**config.mk**
```make
export PLATFORM = sky130hd
export DESIGN_NAME = sleep_depth_ctrl
export DESIGN_NICKNAME = d
export VERILOG_FILES = /design/src/rtl/sdc_pkg.sv /design/src/rtl/sdc_depth_pick.sv /design/src/rtl/sdc_event_cnt.sv /design/src/rtl/sleep_depth_ctrl.sv
export SDC_FILE = /design/constraint.sdc
export NUM_CORES = 1
export LEC_CHECK = 0
export ABC_AREA = 1
export CAP_MARGIN = 30
export CORE_ASPECT_RATIO = 2
export CORE_MARGIN = 2
export CORE_UTILIZATION = 50
export CTS_BUF_LIST = sky130_fd_sc_hd__clkbuf_4 sky130_fd_sc_hd__clkbuf_8
export CTS_CLUSTER_SIZE = 8
export DETAILED_ROUTE_END_ITERATION = 8
export HOLD_SLACK_MARGIN = 0.15
export MAX_ROUTING_LAYER = met4
export PLACE_DENSITY = 0.86
export SLEW_MARGIN = 20
export SYNTH_ARGS = -nofsm -noshare
export SYNTH_HDL_FRONTEND = slang
export SYNTH_SLANG_ARGS = --single-unit
```
**constraint.sdc**
```tcl
create_clock -name clk_i -period 1.9 [get_ports clk_i]
set_input_delay 0.285 -clock clk_i [delete_from_list [all_inputs] [get_ports clk_i]]
set_output_delay 0.285 -clock clk_i [all_outputs]
set_load 0.1 [all_outputs]
```
**src/rtl/sdc_pkg.sv**
```systemverilog
package sdc_pkg;
    typedef enum logic [1:0] {
        MODE_NORMAL = 2'd0,
        MODE_LIGHT  = 2'd1,
        MODE_HEAVY  = 2'd2
    } sdc_mode_e;

    typedef enum logic [2:0] {
        ST_AWAKE,
        ST_TO_LIGHT,
        ST_TO_HEAVY,
        ST_SLEEP,
        ST_WAKING
    } sdc_state_e;
endpackage

```
**src/rtl/sdc_depth_pick.sv**
```systemverilog
module sdc_depth_pick
    import sdc_pkg::*;
#(
    parameter int IDLE_W  = 16,
    parameter int ENTER_L = 2,
    parameter int ENTER_H = 2,
    parameter int WAKE    = 2
) (
    input  logic [IDLE_W-1:0] idle_len_i,
    input  logic              ban_heavy_i,
    output sdc_mode_e         depth_o
);
    // a depth is worth it only if the window exceeds its full round-trip cost
    localparam int LIGHT_MIN = ENTER_L + WAKE + 1;
    localparam int HEAVY_MIN = ENTER_L + ENTER_H + WAKE + 1;

    always_comb begin
        if (idle_len_i >= IDLE_W'(HEAVY_MIN) && !ban_heavy_i) begin
            depth_o = MODE_HEAVY;
        end else if (idle_len_i >= IDLE_W'(LIGHT_MIN)) begin
            depth_o = MODE_LIGHT;
        end else begin
            depth_o = MODE_NORMAL;
        end
    end
endmodule

```
**src/rtl/sdc_event_cnt.sv**
```systemverilog
module sdc_event_cnt #(
    parameter int CNT_W = 16
) (
    input  logic             clk_i,
    input  logic             rst_ni,
    input  logic             inc_i,
    output logic [CNT_W-1:0] cnt_o
);
    logic [CNT_W-1:0] cnt_d, cnt_q;

    always_comb begin
        cnt_d = cnt_q;
        if (inc_i) begin
            cnt_d = cnt_q + CNT_W'(1);
        end
    end

    always_ff @(posedge clk_i) begin
        if (!rst_ni) begin
            cnt_q <= '0;
        end else begin
            cnt_q <= cnt_d;
        end
    end

    assign cnt_o = cnt_q;
endmodule

```
**src/rtl/sleep_depth_ctrl.sv**
```systemverilog
module sleep_depth_ctrl
    import sdc_pkg::*;
#(
    parameter int IDLE_W  = 16,
    parameter int CNT_W   = 16,
    parameter int ENTER_L = 2,
    parameter int ENTER_H = 2,
    parameter int WAKE    = 2
) (
    input  logic              clk_i,
    input  logic              rst_ni,
    input  logic              start_i,
    input  logic [IDLE_W-1:0] idle_len_i,
    input  logic              irq_i,
    input  logic              ban_heavy_i,
    input  logic              tick_i,
    output logic [1:0]        mode_o,
    output logic              enter_o,
    output logic              exit_o,
    output logic              ready_o,
    output logic [CNT_W-1:0]  normal_time_o,
    output logic [CNT_W-1:0]  light_time_o,
    output logic [CNT_W-1:0]  heavy_time_o,
    output logic [CNT_W-1:0]  err_cnt_o
);
    localparam int NUM_MODES = 3;
    localparam int SEG_MAX   = (ENTER_L > ENTER_H) ? ENTER_L : ENTER_H;
    localparam int SEG_W     = $clog2(SEG_MAX + 1);
    localparam logic [IDLE_W-1:0] REM_WAKE = IDLE_W'(WAKE);
    localparam logic [IDLE_W-1:0] REM_LAST = IDLE_W'(WAKE + 1);
    localparam logic [SEG_W-1:0]  SEG_ONE  = SEG_W'(1);

    typedef struct packed {
        sdc_state_e        state;
        sdc_mode_e         mode;
        logic [IDLE_W-1:0] rem;   // ticks left until the next task is due
        logic [SEG_W-1:0]  seg;   // ticks left in the current entry step
        logic              deep;  // heavy sleep is the target
    } ctrl_t;

    ctrl_t     ctl_d, ctl_q;
    sdc_mode_e pick;

    sdc_depth_pick #(
        .IDLE_W (IDLE_W),
        .ENTER_L(ENTER_L),
        .ENTER_H(ENTER_H),
        .WAKE   (WAKE)
    ) u_pick (
        .idle_len_i (idle_len_i),
        .ban_heavy_i(ban_heavy_i),
        .depth_o    (pick)
    );

    always_comb begin
        ctl_d = ctl_q;
        unique case (ctl_q.state)
            ST_AWAKE: begin
                if (start_i && pick != MODE_NORMAL) begin
                    ctl_d.state = ST_TO_LIGHT;
                    ctl_d.rem   = idle_len_i;
                    ctl_d.seg   = SEG_W'(ENTER_L);
                    ctl_d.deep  = (pick == MODE_HEAVY);
                end
            end
            ST_TO_LIGHT: begin
                if (irq_i) begin
                    ctl_d.state = ST_WAKING;
                    ctl_d.rem   = REM_WAKE;
                end else if (tick_i) begin
                    ctl_d.rem = ctl_q.rem - IDLE_W'(1);
                    ctl_d.seg = ctl_q.seg - SEG_ONE;
                    if (ctl_q.seg == SEG_ONE) begin
                        ctl_d.mode = MODE_LIGHT;
                        if (ctl_q.deep) begin
                            ctl_d.state = ST_TO_HEAVY;
                            ctl_d.seg   = SEG_W'(ENTER_H);
                        end else begin
                            ctl_d.state = ST_SLEEP;
                        end
                    end
                end
            end
            ST_TO_HEAVY: begin
                if (irq_i) begin
                    ctl_d.state = ST_WAKING;
                    ctl_d.rem   = REM_WAKE;
                end else if (tick_i) begin
                    ctl_d.rem = ctl_q.rem - IDLE_W'(1);
                    ctl_d.seg = ctl_q.seg - SEG_ONE;
                    if (ctl_q.seg == SEG_ONE) begin
                        ctl_d.mode  = MODE_HEAVY;
                        ctl_d.state = ST_SLEEP;
                    end
                end
            end
            ST_SLEEP: begin
                if (irq_i) begin
                    ctl_d.state = ST_WAKING;
                    ctl_d.rem   = REM_WAKE;
                end else if (tick_i) begin
                    ctl_d.rem = ctl_q.rem - IDLE_W'(1);
                    if (ctl_q.rem == REM_LAST) begin
                        ctl_d.state = ST_WAKING;
                    end
                end
            end
            ST_WAKING: begin
                if (tick_i) begin
                    ctl_d.rem = ctl_q.rem - IDLE_W'(1);
                    if (ctl_q.rem == IDLE_W'(1)) begin
                        ctl_d.state = ST_AWAKE;
                        ctl_d.mode  = MODE_NORMAL;
                    end
                end
            end
            default: begin
                ctl_d.state = ST_AWAKE;
                ctl_d.mode  = MODE_NORMAL;
            end
        endcase
    end

    always_ff @(posedge clk_i) begin
        if (!rst_ni) begin
            ctl_q <= '{state: ST_AWAKE, mode: MODE_NORMAL, rem: '0, seg: '0, deep: 1'b0};
        end else begin
            ctl_q <= ctl_d;
        end
    end

    assign mode_o  = ctl_q.mode;
    assign ready_o = (ctl_q.state == ST_AWAKE);
    assign exit_o  = (ctl_q.state == ST_WAKING);
    assign enter_o = (ctl_q.state == ST_TO_LIGHT) || (ctl_q.state == ST_TO_HEAVY);

    logic [CNT_W-1:0] time_cnt [NUM_MODES];

    for (genvar g = 0; g < NUM_MODES; g++) begin : g_mode_time
        sdc_event_cnt #(.CNT_W(CNT_W)) u_time (
            .clk_i (clk_i),
            .rst_ni(rst_ni),
            .inc_i (tick_i && (ctl_q.mode == sdc_mode_e'(g))),
            .cnt_o (time_cnt[g])
        );
    end

    assign normal_time_o = time_cnt[0];
    assign light_time_o  = time_cnt[1];
    assign heavy_time_o  = time_cnt[2];

    sdc_event_cnt #(.CNT_W(CNT_W)) u_err (
        .clk_i (clk_i),
        .rst_ni(rst_ni),
        .inc_i (start_i && !ready_o),
        .cnt_o (err_cnt_o)
    );
endmodule

```
Yosys cells after proc, flatten, opt, wreduce, memory -nomap -nowiden

Index checks and enable logic that the tools add are counted.

Register bits after elaboration: 88
Output and inout bits: 69
Word-level logic and storage cells: 93

Add/sub/neg operators: 6
Magnitude comparators: 2
Equality and inequality tests: 25
Mux-type cells: 30
Bitwise gates (word level): 1
Reduce and logical (&&, ||, !) cells: 20

Operator list:

| kind                                                                                 | count |
|---|---|
| 16-bit case mux with 5 select lines                                                  | 1 |
| 16-bit by 1-bit adder with 16-bit output, second input constant                      | 4 |
| 16-bit two-way mux                                                                   | 4 |
| 23-bit two-way mux                                                                   | 2 |
| 16-bit by 3-bit greater-or-equal comparator with 1-bit output, second input constant | 2 |
| 21-bit two-way mux                                                                   | 1 |
| 19-bit two-way mux                                                                   | 1 |
| 3-bit two-way mux                                                                    | 6 |
| 3-bit != test, second input constant                                                 | 6 |
| 9-bit AND reduction                                                                  | 2 |
| 16-bit by 1-bit equality test with 1-bit output, second input constant               | 1 |
| 16-bit by 2-bit equality test with 1-bit output, second input constant               | 1 |
| 16-bit by 1-bit subtractor with 16-bit output, second input constant                 | 1 |
| 5-bit two-way mux                                                                    | 3 |
| 3-bit case mux with 5 select lines                                                   | 1 |
| 2-bit two-way mux                                                                    | 7 |
| 2-bit != test, second input constant                                                 | 7 |
| 6-bit AND reduction                                                                  | 2 |
| 2-bit case mux with 4 select lines                                                   | 1 |
| 3-bit by 2-bit equality test with 1-bit output, second input constant                | 2 |
| 1-bit logical AND                                                                    | 6 |
| 2-bit case mux with 3 select lines                                                   | 1 |
| 5-bit nonzero test                                                                   | 1 |
| 2-bit by 1-bit equality test with 1-bit output, second input constant                | 2 |
| other kinds (15)                                                                     | 19 |

Depth between registers and ports, before layout

Depth after elaboration: 7
Depth in mapped cells: 12
Mapped depth without buffers: 11

By module

A second synthesis with hierarchy kept.

Cells, all modules: 814
Area, all modules: 5360.1 um^2

Modules (own cells, without submodules):

| module           | instances | cells an instance | area an instance (um^2) | sequential area each (um^2) |
|---|---|---|---|---|
| sdc_event_cnt    | 4         | 126               | 845.8                   | 320.3 |
| sleep_depth_ctrl | 1         | 277               | 1840.5                  | 480.5 |
| sdc_depth_pick   | 1         | 33                | 136.4                   | 0.0 |

Worst setup path after synthesis

OpenSTA, ideal clock, no wires.

Kind: register to register
Start: reg g_mode_time[0].u_time.cnt_q[1]
End: reg g_mode_time[0].u_time.cnt_q[12]
Data arrival time: 2.114 ns
Setup slack: -0.330 ns
Stages on the path, launching flop included: 8
Period minus slack after synthesis: 2.230 ns
Path through: dfxtp_1 > ha_1 > nand3_1 > nor3_4 > nand2_2 > nor2_2 > nand3_1 > and3_1

Cells in the longest elaborated chain, start to end: 1

RTL lines:

| item                                     | RTL line            | source |
|---|---|---|
| from (decl)                              | sdc_event_cnt.sv:9  | `logic [CNT_W-1:0] cnt_d, cnt_q;` |
| from (signal assigned)                   | sdc_event_cnt.sv:22 | `cnt_q <= cnt_d;` |
| 16-bit by 1-bit adder with 16-bit output | sdc_event_cnt.sv:14 | `cnt_d = cnt_q + CNT_W'(1);` |

No other way between the ends.
A chain may end at the register's enable or synchronous reset.

Worst setup path in the final report

Start: reg ctl_q[21] (netlist bit)
End: out ready_o

Cells in the longest elaborated chain, start to end: 1

RTL lines:

| item                   | RTL line                | source |
|---|---|---|
| from (decl)            | sleep_depth_ctrl.sv:41  | `ctrl_t ctl_d, ctl_q;` |
| from (signal assigned) | sleep_depth_ctrl.sv:126 | `ctl_q <= '{state: ST_AWAKE, mode: MODE_NORMAL, rem: '0, seg: '0, deep: 1'b0};` |
| from (signal assigned) | sleep_depth_ctrl.sv:128 | `ctl_q <= ctl_d;` |
| 3-bit logical NOT      | sleep_depth_ctrl.sv:133 | `assign ready_o = (ctl_q.state == ST_AWAKE);` |
| to (decl)              | sleep_depth_ctrl.sv:20  | `output logic ready_o,` |

No other way between the ends.

==> impl_metrics.env <==
export IMPL_status="complete, no violations"
export IMPL_syn_nets=826
export IMPL_io_pins=91
export IMPL_n_fill_cell=969
export IMPL_crit_chain="nor2_2 -> nand2_2 -> inv_2 -> buf_12"
export IMPL_synthTopCellsByCount="nand2_1 (187), nor2_1 (128), inv_1 (102), dfxtp_1 (88), nand3_1 (53)"
export IMPL_holdCritStartpoint="rst_ni"
export IMPL_std_cell_rows=52
export IMPL_grt_pass1_vias=5208
export IMPL_worstPathArrival_ns=1.47
export IMPL_nets=935
export IMPL_dieWidth_um=75.5
export IMPL_yosys_warnings=0
export IMPL_numCtsBuffers=9
export IMPL_worst_slew_pin_slew_ns=0.617
export IMPL_dp_cells=1029
export IMPL_vias=5408
export IMPL_cts_root_buf="clkbuf_8"
export IMPL_clkTransAtPathRegs_ns=0.08
export IMPL_power_leakage_uw=0.00281
export IMPL_hold_viol=0
export IMPL_ant_nets=0
export IMPL_muxShareOfSynthArea=0
export IMPL_reg2regPathDepth=9
export IMPL_place_ws_ns=-0.0389
export IMPL_layout_drive_gt1_share=0.195
export IMPL_drtPass1Iterations=5
export IMPL_finClkSkew_ns=0.00895
export IMPL_grt_pass1_wl_um=22000
export IMPL_synth_edf_count=0
export IMPL_yosysTopAreaCellShare=0.345
export IMPL_slew_violations=0
export IMPL_crit_required_ns=1.62
export IMPL_diodes=0
export IMPL_synth_xor_xnor_area_share=0.0188
export IMPL_synth_simple_area_share=0.393
export IMPL_cts_buffer_depth=2
export IMPL_grt_antenna_before_repair=0
export IMPL_wl_per_cell_um=12.8
export IMPL_vdd_ir_drop_max_v=0.00143
export IMPL_ys_flop_type="dfxtp_1"
export IMPL_fin_cells=1043
export IMPL_seq_power_share=0.285
export IMPL_grt_max_degree=63
export IMPL_synthAdderAreaFrac=0.0196
export IMPL_post_route_min_period_ns=1.76
export IMPL_synth_top_family_by_area="simple AND/OR/NAND/NOR gates"
export IMPL_async_reset_ff_frac=0
export IMPL_pwr_density_cell_mw_per_mm2=1350
export IMPL_fmax_mhz=569
export IMPL_internal_power_uw=4410
export IMPL_slowest_stage="dfxtp_1"
export IMPL_clkPwrFrac=0.144
export IMPL_worst_r2r_endpoint="ctl_q[15]"
export IMPL_via_per_inst=5.19
export IMPL_finalSetupViolCount=0
export IMPL_synth_area_leaders="dfxtp_1 (34%), nand2_1 (14%), nor2_1 (9.4%), inv_1 (7.5%), nand3_1 (5.2%)"
export IMPL_start_util=0.510
export IMPL_cts_sinks=88
export IMPL_cp_top_family="flip-flops"
export IMPL_crit_path_max_fanout=9
export IMPL_power_switching_uw=4260
export IMPL_die_area_mm2=0.0111
export IMPL_fin_ws_ns=0.143
export IMPL_cts_tree="yes"
export IMPL_min_path_type="in -> reg"
export IMPL_gp_congestion=0.962
export IMPL_min_to="ctl_q[0]"
export IMPL_routed_wl_um=13300
export IMPL_synth_top_cell_by_area="dfxtp_1"
export IMPL_yosysMostFrequentCell="nand2_1"
export IMPL_core_mm2=0.0100
export IMPL_reg2reg_slack_ns=0.23
export IMPL_cp_start_kind="register"
export IMPL_synth_area_mm2=0.00511
export IMPL_dr_first_iter_drc_count=226
export IMPL_synth_seq_area_share=0.345
export IMPL_place_hpwl_um=10500
export IMPL_fin_crit_sh=0.925
export IMPL_max_cap_violations=0
export IMPL_post_cts_buffers=0
export IMPL_cp_end_kind="output pin"
export IMPL_postCtsResizedCells=0
export IMPL_track_usage=0.259
export IMPL_rsz0062_at_grt="false"
export IMPL_portBuffers=90
export IMPL_synth_compound_area_frac=0.124
export IMPL_path_buf_inv=2
export IMPL_worstHoldPathCells=3
export IMPL_rr_startpoint="ctl_q[21]"
export IMPL_overflow=0
export IMPL_syn2layout_area_growth_pct=25.6
export IMPL_fp_dieH_um=147
export IMPL_avgSynthCellArea_um2=6.42
export IMPL_p_comb_frac=0.571
export IMPL_maxSlewHeadroom=0.589
export IMPL_ys_ff_latch=88
export IMPL_htree_levels=3
export IMPL_setup_tns_ns=0
export IMPL_syn_inst=796
export IMPL_critical_path_class="reg -> out"
export IMPL_route_detailed_drc=0
export IMPL_p_sw_frac=0.491
export IMPL_insertion_delay_ns=0.36
export IMPL_postCtsHoldBufs=0
export IMPL_cpPeakStageDelay_ns=0.41
export IMPL_synth_distinct_cells=44
==> power groups by stage <==
stage / registers [uW] / clock network (uW) / logic (uW)
global placement: 2500 / 0 / 4850
CTS: 2460 / 1270 / 4920
global route: 2510 / 1360 / 5460
finish: 2470 / 1250 / 4950
floorplan: 2670 / 0 / 3270
detailed placement: 2510 / 0 / 4900
==> sequential cells by signal, summed over array words and instances (netlist names) <==
name and count:
g_mode_time.u_time.cnt_o 48, ctl_q 22, u_err.cnt_o 16, mode_o 2
==> cells in the final DEF, fill, tap and decap left out, drive strengths merged, types with 8 or more instances in the layout <==
cell type	instances
nand2	196
nor2	141
inv	106
buf	97
dfxtp	88
nand3	56
o21ai	52
a21oi	46
nor3	27
clkdlybuf4s50	20
nand4	14
clkbuf	10
xor2	8
ha	8
==> worst max path at each step <==
stage	depth (start not counted)	slack, ns	endpoint	startpoint
after global placement	9	-0.002	g_mode_time[1].u_time.cnt_o[8]	tick_i
after CTS	4	0.12	ready_o	ctl_q[21]
after global routing	9	0.03	ctl_q[11]	ctl_q[21]
after detailed placement	11	-0.04	g_mode_time[1].u_time.cnt_o[12]	tick_i
after floorplan	7	0.01	g_mode_time[2].u_time.cnt_o[15]	g_mode_time[2].u_time.cnt_o[4]
final	4	0.14	ready_o	ctl_q[21]
==> layer usage <==
metal	vias up	routed length, um	track usage
met5	-	0	-
met4	0	799	0.161
met3	56	368	0.0364
met2	139	7310	0.466
met1	2446	4840	0.242
li1	2767	-	-
==> metrics by stage <==
step	instance area, um^2	util	total power (uW)	hold WS, ns
3_3_place_gp	6240	0.623	7350	0.450
6_report	6420	0.641	8670	0.400
5_1_grt	6420	0.641	9340	0.413
2_1_floorplan	5150	-	5940	0.456
4_1_cts	6420	0.641	8660	0.390
3_5_place_dp	6240	0.623	7410	0.449
==> cell families (layout without fill, tap and decap cells) <==
| family | count (synthesis) | after routing |
|---|---|---|
| AOI/OAI and AO/OA | 118 | 118 |
| xor gates and xnor gates | 11 | 11 |
| adders and majority gates | 8 | 8 |
| buffers and inverters | 126 | 238 |
| DFF | 88 | 88 |
| and+or+nand+nor | 445 | 445 |
==> area by class of cell <==
type	count	area (um^2)	area share
clock buffer	10	131	0.0205
clock inverter	4	47.5	0.00741
inverter	107	402	0.0626
multi-input combinational	582	2850	0.443
sequential	88	1800	0.280
tap	135	169	0.0263
timing repair buffer	117	1030	0.160
==> worst reg2reg max path, stage by stage (launching register included) <==
cell     delay [ns]
dfxtp_1        0.51
inv_1          0.07
nand2_1        0.16
nor2_4         0.08
nor2_2         0.08
buf_4          0.20
nand2_1        0.08
o21ai_0        0.26
nor2_1         0.07
nor2_1         0.10
No activity file was read; power rests on OpenSTA's default activity.
